## src/rtl/scrub_pkg.sv

```systemverilog
package scrub_pkg;

    localparam int          RND_W    = 16;
    localparam logic [15:0] RND_SEED = 16'hACE1;

    typedef enum logic [1:0] {
        SC_IDLE,
        SC_READ,
        SC_WAIT,
        SC_WBACK
    } scrub_state_e;

    typedef struct packed {
        logic valid;
        logic corrected;
        logic uncorrectable;
    } ecc_status_t;

    // maximal-length polynomial x^16 + x^14 + x^13 + x^11 + 1
    function automatic logic [RND_W-1:0] rnd_step(input logic [RND_W-1:0] v);
        return {v[RND_W-2:0], v[15] ^ v[13] ^ v[12] ^ v[10]};
    endfunction

endpackage

```

## src/rtl/scrub_lfsr.sv

```systemverilog
module scrub_lfsr
    import scrub_pkg::*;
(
    input  logic             clk,
    input  logic             rst,
    input  logic             step,
    output logic [RND_W-1:0] value
);

    logic [RND_W-1:0] state_q;

    always_ff @(posedge clk) begin
        if (rst) begin
            state_q <= RND_SEED;
        end else if (step) begin
            state_q <= rnd_step(state_q);
        end
    end

    assign value = state_q;

    // a maximal-length sequence never reaches the all-zero lock state
    assert_rnd_nonzero_R1: assert property (@(posedge clk) disable iff (rst)
        state_q != '0);

endmodule

```

## src/rtl/scrub_seq.sv

```systemverilog
module scrub_seq
    import scrub_pkg::*;
#(
    parameter int ROW_W  = 8,
    parameter int LINES  = 8,
    parameter int LINE_W = 3
) (
    input  logic              clk,
    input  logic              rst,
    input  logic              start,
    input  logic [ROW_W-1:0]  start_row,
    input  ecc_status_t       status,
    output logic              busy,
    output logic              cmd_valid,
    output logic              cmd_write,
    output logic [ROW_W-1:0]  cmd_row,
    output logic [LINE_W-1:0] cmd_line,
    output logic              unc_hit
);

    localparam logic [LINE_W-1:0] LAST_LINE = LINE_W'(LINES - 1);

    scrub_state_e      state_q, state_d;
    logic [ROW_W-1:0]  row_q;
    logic [LINE_W-1:0] line_q, line_d;
    logic              is_last;
    logic              need_wb;

    assign is_last = (line_q == LAST_LINE);
    assign need_wb = status.corrected && !status.uncorrectable;

    always_comb begin
        state_d = state_q;
        line_d  = line_q;
        unique case (state_q)
            SC_IDLE: begin
                if (start) begin
                    state_d = SC_READ;
                    line_d  = '0;
                end
            end
            SC_READ: state_d = SC_WAIT;
            SC_WAIT: begin
                if (status.valid) begin
                    if (need_wb) begin
                        state_d = SC_WBACK;
                    end else if (is_last) begin
                        state_d = SC_IDLE;
                    end else begin
                        state_d = SC_READ;
                        line_d  = line_q + 1'b1;
                    end
                end
            end
            SC_WBACK: begin
                if (is_last) begin
                    state_d = SC_IDLE;
                end else begin
                    state_d = SC_READ;
                    line_d  = line_q + 1'b1;
                end
            end
            default: state_d = SC_IDLE;
        endcase
    end

    always_ff @(posedge clk) begin
        if (rst) begin
            state_q <= SC_IDLE;
            line_q  <= '0;
            row_q   <= '0;
        end else begin
            state_q <= state_d;
            line_q  <= line_d;
            if (state_q == SC_IDLE && start) begin
                row_q <= start_row;
            end
        end
    end

    assign busy      = (state_q != SC_IDLE);
    assign cmd_valid = (state_q == SC_READ) || (state_q == SC_WBACK);
    assign cmd_write = (state_q == SC_WBACK);
    assign cmd_row   = row_q;
    assign cmd_line  = line_q;
    assign unc_hit   = (state_q == SC_WAIT) && status.valid && status.uncorrectable;

    // a read is always followed by a wait for its status
    assert_no_back_to_back_read_R4: assert property (@(posedge clk) disable iff (rst)
        (cmd_valid && !cmd_write) |=> !(cmd_valid && !cmd_write));

    // a write-back only right after a clean corrected status
    assert_wb_after_corrected_R5: assert property (@(posedge clk) disable iff (rst)
        (cmd_valid && cmd_write) |->
            $past(status.valid && status.corrected && !status.uncorrectable));

    // an uncorrectable line is never written back
    assert_no_wb_on_unc_R6: assert property (@(posedge clk) disable iff (rst)
        unc_hit |=> !cmd_write);

    // the scrubbed row is frozen for the whole scrub
    assert_row_stable_R7: assert property (@(posedge clk) disable iff (rst)
        (busy && $past(busy)) |-> $stable(cmd_row));

endmodule

```

## src/rtl/scrub_err_latch.sv

```systemverilog
module scrub_err_latch #(
    parameter int ROW_W  = 8,
    parameter int LINE_W = 3
) (
    input  logic              clk,
    input  logic              rst,
    input  logic              hit,
    input  logic [ROW_W-1:0]  hit_row,
    input  logic [LINE_W-1:0] hit_line,
    output logic              flag,
    output logic [ROW_W-1:0]  row,
    output logic [LINE_W-1:0] line
);

    always_ff @(posedge clk) begin
        if (rst) begin
            flag <= 1'b0;
            row  <= '0;
            line <= '0;
        end else if (hit && !flag) begin
            flag <= 1'b1;
            row  <= hit_row;
            line <= hit_line;
        end
    end

    // once recorded, the error and its location never change until reset
    assert_err_sticky_R6: assert property (@(posedge clk) disable iff (rst)
        $past(flag) |-> (flag && $stable(row) && $stable(line)));

endmodule

```

## src/rtl/row_scrub_trigger.sv

```systemverilog
module row_scrub_trigger
    import scrub_pkg::*;
#(
    parameter int          ROW_W    = 8,
    parameter int          LINES    = 8,
    parameter logic [15:0] THR_INIT = 16'd655,
    localparam int         LINE_W   = (LINES > 1) ? $clog2(LINES) : 1
) (
    input  logic              clk,
    input  logic              rst,
    input  logic              obs_valid,
    input  logic [ROW_W-1:0]  obs_row,
    input  logic              thr_we,
    input  logic [15:0]       thr_wdata,
    input  logic              sts_valid,
    input  logic              sts_corrected,
    input  logic              sts_uncorrectable,
    output logic              busy,
    output logic              cmd_valid,
    output logic              cmd_write,
    output logic [ROW_W-1:0]  cmd_row,
    output logic [LINE_W-1:0] cmd_line,
    output logic              err_flag,
    output logic [ROW_W-1:0]  err_row,
    output logic [LINE_W-1:0] err_line
);

    logic [RND_W-1:0] rnd;
    logic [15:0]      thr_q;
    logic             fire;
    logic             unc_hit;
    ecc_status_t      status;

    always_ff @(posedge clk) begin
        if (rst) begin
            thr_q <= THR_INIT;
        end else if (thr_we) begin
            thr_q <= thr_wdata;
        end
    end

    assign status = '{valid: sts_valid, corrected: sts_corrected,
                      uncorrectable: sts_uncorrectable};

    scrub_lfsr i_rnd (
        .clk   (clk),
        .rst   (rst),
        .step  (obs_valid),
        .value (rnd)
    );

    assign fire = obs_valid && !busy && (rnd < thr_q);

    scrub_seq #(
        .ROW_W  (ROW_W),
        .LINES  (LINES),
        .LINE_W (LINE_W)
    ) i_seq (
        .clk       (clk),
        .rst       (rst),
        .start     (fire),
        .start_row (obs_row),
        .status    (status),
        .busy      (busy),
        .cmd_valid (cmd_valid),
        .cmd_write (cmd_write),
        .cmd_row   (cmd_row),
        .cmd_line  (cmd_line),
        .unc_hit   (unc_hit)
    );

    scrub_err_latch #(
        .ROW_W  (ROW_W),
        .LINE_W (LINE_W)
    ) i_err (
        .clk      (clk),
        .rst      (rst),
        .hit      (unc_hit),
        .hit_row  (cmd_row),
        .hit_line (cmd_line),
        .flag     (err_flag),
        .row      (err_row),
        .line     (err_line)
    );

    // a qualifying read while idle always starts a scrub
    assert_trigger_starts_R2: assert property (@(posedge clk) disable iff (rst)
        (obs_valid && !busy && (rnd < thr_q)) |=> busy);

    // a zero threshold never lets an idle read start a scrub
    assert_zero_thr_silent_R3: assert property (@(posedge clk) disable iff (rst)
        (!busy && (thr_q == 16'd0)) |=> !busy);

endmodule

```

## config.mk

```make
export PLATFORM = sky130hd
export DESIGN_NAME = row_scrub_trigger
export DESIGN_NICKNAME = d
export VERILOG_FILES = /design/src/rtl/scrub_pkg.sv /design/src/rtl/scrub_lfsr.sv /design/src/rtl/scrub_seq.sv /design/src/rtl/scrub_err_latch.sv /design/src/rtl/row_scrub_trigger.sv
export SDC_FILE = /design/constraint.sdc
export NUM_CORES = 1
export LEC_CHECK = 0
export BUFFER_PORTS_ARGS = -buffer_cell sky130_fd_sc_hd__buf_2
export CAP_MARGIN = 10
export CORE_UTILIZATION = 58
export CTS_CLUSTER_DIAMETER = 200
export CTS_CLUSTER_SIZE = 28
export DETAILED_ROUTE_END_ITERATION = 7
export GPL_ROUTABILITY_DRIVEN = 0
export PLACE_DENSITY = 0.84
export SLEW_MARGIN = 20
export SYNTH_ARGS = -nofsm -noshare
export SYNTH_HDL_FRONTEND = slang
export SYNTH_SLANG_ARGS = --single-unit
```

## constraint.sdc

```tcl
create_clock -name clk -period 5.39 [get_ports clk]
set_input_delay 0.539 -clock clk [delete_from_list [all_inputs] [get_ports clk]]
set_output_delay 0.539 -clock clk [all_outputs]
set_load 0.005 [all_outputs]
```

==> flow_summary.ini <==
[detailed_routing]
drt_drc_violations_left = 0
dr.pass1.iters = 4
postRouteWirelength_mm = 5.03
route.vias.total = 1965
detailedRoute.firstIterationViolations = 47
antenna_violating_nets_post_route = 0
detail_route.wl_per_cell_um = 13.4
vias_per_cell = 5.23

[cts]
worst_skew_pair.late_latency_ns = 0.34
cts_htree_levels = 3
max-clock-path-buffers = 2
postCtsSetupBuffers = 0
cts_sinks = 57
cts_tree = yes
clk_root_buffer_cell = clkbuf_8
clock_pin_slew_on_the_worst_setup_and_hold_paths_ns = 0.06
post_cts_hold_buffer_count = 0
cts_inserted_buffers = 9
number_of_instances_resized_during_post_cts_repair = 0

[power]
p_leak_uw = 0.00147
fraction_of_power_consumed_by_the_clock_network_pct = 42.5
power.density_nw_per_um2 = 334
power_frac_comb_pct = 12.5
cell_internal_pwr_uw = 785
power.ir.vdd_worst_uv = 221
seq_power_share_pct = 45.1
power_switching_uw = 248
swShare_pct = 24.0

[die]
pin_count = 57
floorplan.die_area_um2 = 4700
die_h_um = 68.6
num_rows = 23
area_of_the_placeable_core_um2 = 4120
die_w_um = 68.6
initial_core_util_pct = 62.5

[yosys]
ys_types = 34
post_synth_fa_ha_maj_area_fraction_pct = 8.27
synth.yosys.warnings = 0
yosys.area_share.simple_pct = 13.5
synth_fp_nets = 317
fraction_of_synthesized_area_in_multiplexers_pct = 18.7
postSynthAreaPerCell_um2 = 9.56
post_synthesis_register_bit_count = 57
post_synth_instance_area_um2 = 2570
async_reset_ff_share_pct = 0
synthesis.instances = 269
post_synth_edffs = 0
seq_area_frac_synth_pct = 44.4
xor_xnor_fraction_of_synth_area_pct = 1.36
compound_gate_fraction_of_synth_area_pct = 8.22
synth_flop_cell = dfxtp_1
main_combinational_cell_family_by_area_after_synthesis = multiplexers

[final_layout]
final_util_pct = 75.1
antennaDiodeCount = 0
area.growth.synth_to_final_pct = 20.2
final_nets = 369
drive_gt1_share_pct = 23.3
final_design_area_no_fill_um2 = 3090

[run]
drv.max_cap_violation_count = 0

[global_route]
antenna_violations_before_repair = 0
grt_usage_pct = 23.8
grt_pass1_wl_mm = 7.96
first_global_vias = 1873
grt.overflow.total = 0
maximum_number_of_pins_on_one_net_before_global_route_repair = 45

[timing]
setup_repair_after_global_routing_missed_its_margin = no
finalClockSkew_ns = 0.00805
post_route_worst_hold_slack_ns = 0.421
hold_viol = 0
worst_slack_ns = 2.76
finalWorstPathRequiredPeriod_ns = 2.63
fin_setup_tns_ns = 0
timing.final.crit_share_pct = 48.8
clock.fmax_mhz = 380
max_slew.worst_pin.slew_ns = 0.940
slew_headroom_pct = 37.3
setup_viol = 0
slew_viol_final = 0

[worst_setup_path]
startpoint_type = flop
crit_path_max_incr_delay_ns = 0.91
critical_path_fanouts_max = 12
crit_required_ns = 5.58
worst-endpoint-arrival_ns = 2.82
cpMaxStageDelayCell = a2111oi_4
critPathKind = reg2reg
category_of_the_worst_setup_path_capture_point = flop
worstPathBufferInverterCount = 1
path_cells = inv_1, ha_1, and3_1, o21ai_0, o311ai_1, a2111oi_4, mux2i_1, nor2_1
path_delay_family = compound AO/OA/AOI/OAI gates

[min_path]
worst_hold_path_type = in2reg

[placement]
dpl-instance-area_um2 = 2860
portBuffers = 56
dp_hpwl_mm = 3.55
place_worst_setup_slack_ns = 2.78

[status]
run_status = finished clean
==> state kept, by name, summed over array words and instances (netlist names) <==
register,cells
i_err.flag,1
i_err.line,3
i_err.row,8
i_rnd.value,16
i_seq.cmd_line,3
i_seq.cmd_row,8
i_seq.state_q,2
thr_q,16
==> layout by cell type, fill, tap and decap left out, types with 2 or more instances in the layout <==
master,instances
a21oi_1,8
a21o_1,3
a2111oi_4,2
mux2i_1,48
nor2_1,43
xnor2_1,4
a22oi_1,2
nand2_1,18
buf_2,56
inv_1,21
ha_1,17
o211ai_1,5
o21ai_0,6
nand4_1,3
dfxtp_1,57
or3_1,2
clkbuf_8,14
==> stage by stage <==
stage               total power (uW)  std cells
global route                    1080        376
floorplan                        565        269
CTS                             1040        376
detailed placement               603        360
global placement                 598        360
finish                          1030        376
==> final timing paths <==
path	startpoint	to	slack (ns)	cells after the start
worst max-delay path	thr_q[6]	i_seq.cmd_row[1]	2.76	8
worst min-delay path	thr_wdata[0]	thr_q[0]	0.42	3
worst max register to register	thr_q[6]	i_seq.cmd_row[1]	2.76	8
worst min register to register	i_err.row[4]	i_err.row[4]	0.48	2
==> cell usage after synthesis, types with 2 or more instances <==
cell	instances	area (um2)
nand2_1	18	67.6
a21o_1	3	22.5
a22oi_1	2	15.0
inv_1	21	78.8
o211ai_1	5	37.5
mux2i_1	48	480
ha_1	17	213
clkbuf_1	10	37.5
buf_1	3	11.3
nand4_1	3	18.8
o21ai_0	6	30.0
xnor2_1	4	35.0
nor2_1	44	165
dfxtp_1	57	1140
a21oi_1	8	40.0
or3_1	2	12.5
==> routing by layer <==
metal  vias up  track usage (%)  share of wire, %
met5         -                0                 0
met4         0             13.3               2.4
met3        10             5.43               3.8
met2        38             40.9                48
met1       905             27.0                46
li1       1012                -                 -
==> kinds of logic after synthesis <==
kind of cell,Yosys count
simple gates,78
flops,57
fa+ha+maj,17
buf+inv,36
compound gates,29
xor+xnor,4
mux,48
==> power groups by stage <==
| stage | Sequential [uW] | Clock [uW] | Combinational (uW) |
|---|---|---|---|
| floorplan | 466 | 0 | 98.8 |
| global placement | 474 | 0 | 124 |
| detailed placement | 474 | 0 | 129 |
| CTS | 466 | 448 | 130 |
| global route | 469 | 463 | 144 |
| finish | 466 | 439 | 129 |
==> worst register-to-register path: cells and delay by family, from the launching register on <==
kind,cells,cell delay [ns]
buffers and inverters,1,0.05
adders and majority gates,1,0.32
AOI/OAI and AO/OA,3,1.28
and+or+nand+nor,2,0.23
DFF,1,0.32
muxes,1,0.29
==> area by class of cell <==
| cell class | count | area, um2 |
|---|---|---|
| Multi-Input combinational cell | 176 | 1300 |
| Sequential cell | 57 | 1140 |
| Inverter | 21 | 78.8 |
| Clock inverter | 1 | 30.0 |
| Clock buffer | 15 | 196 |
| Tap cell | 50 | 62.6 |
| Timing Repair Buffer | 56 | 280 |
| Fill cell | 305 | 1020 |
Power figures use the tool's default switching activity.
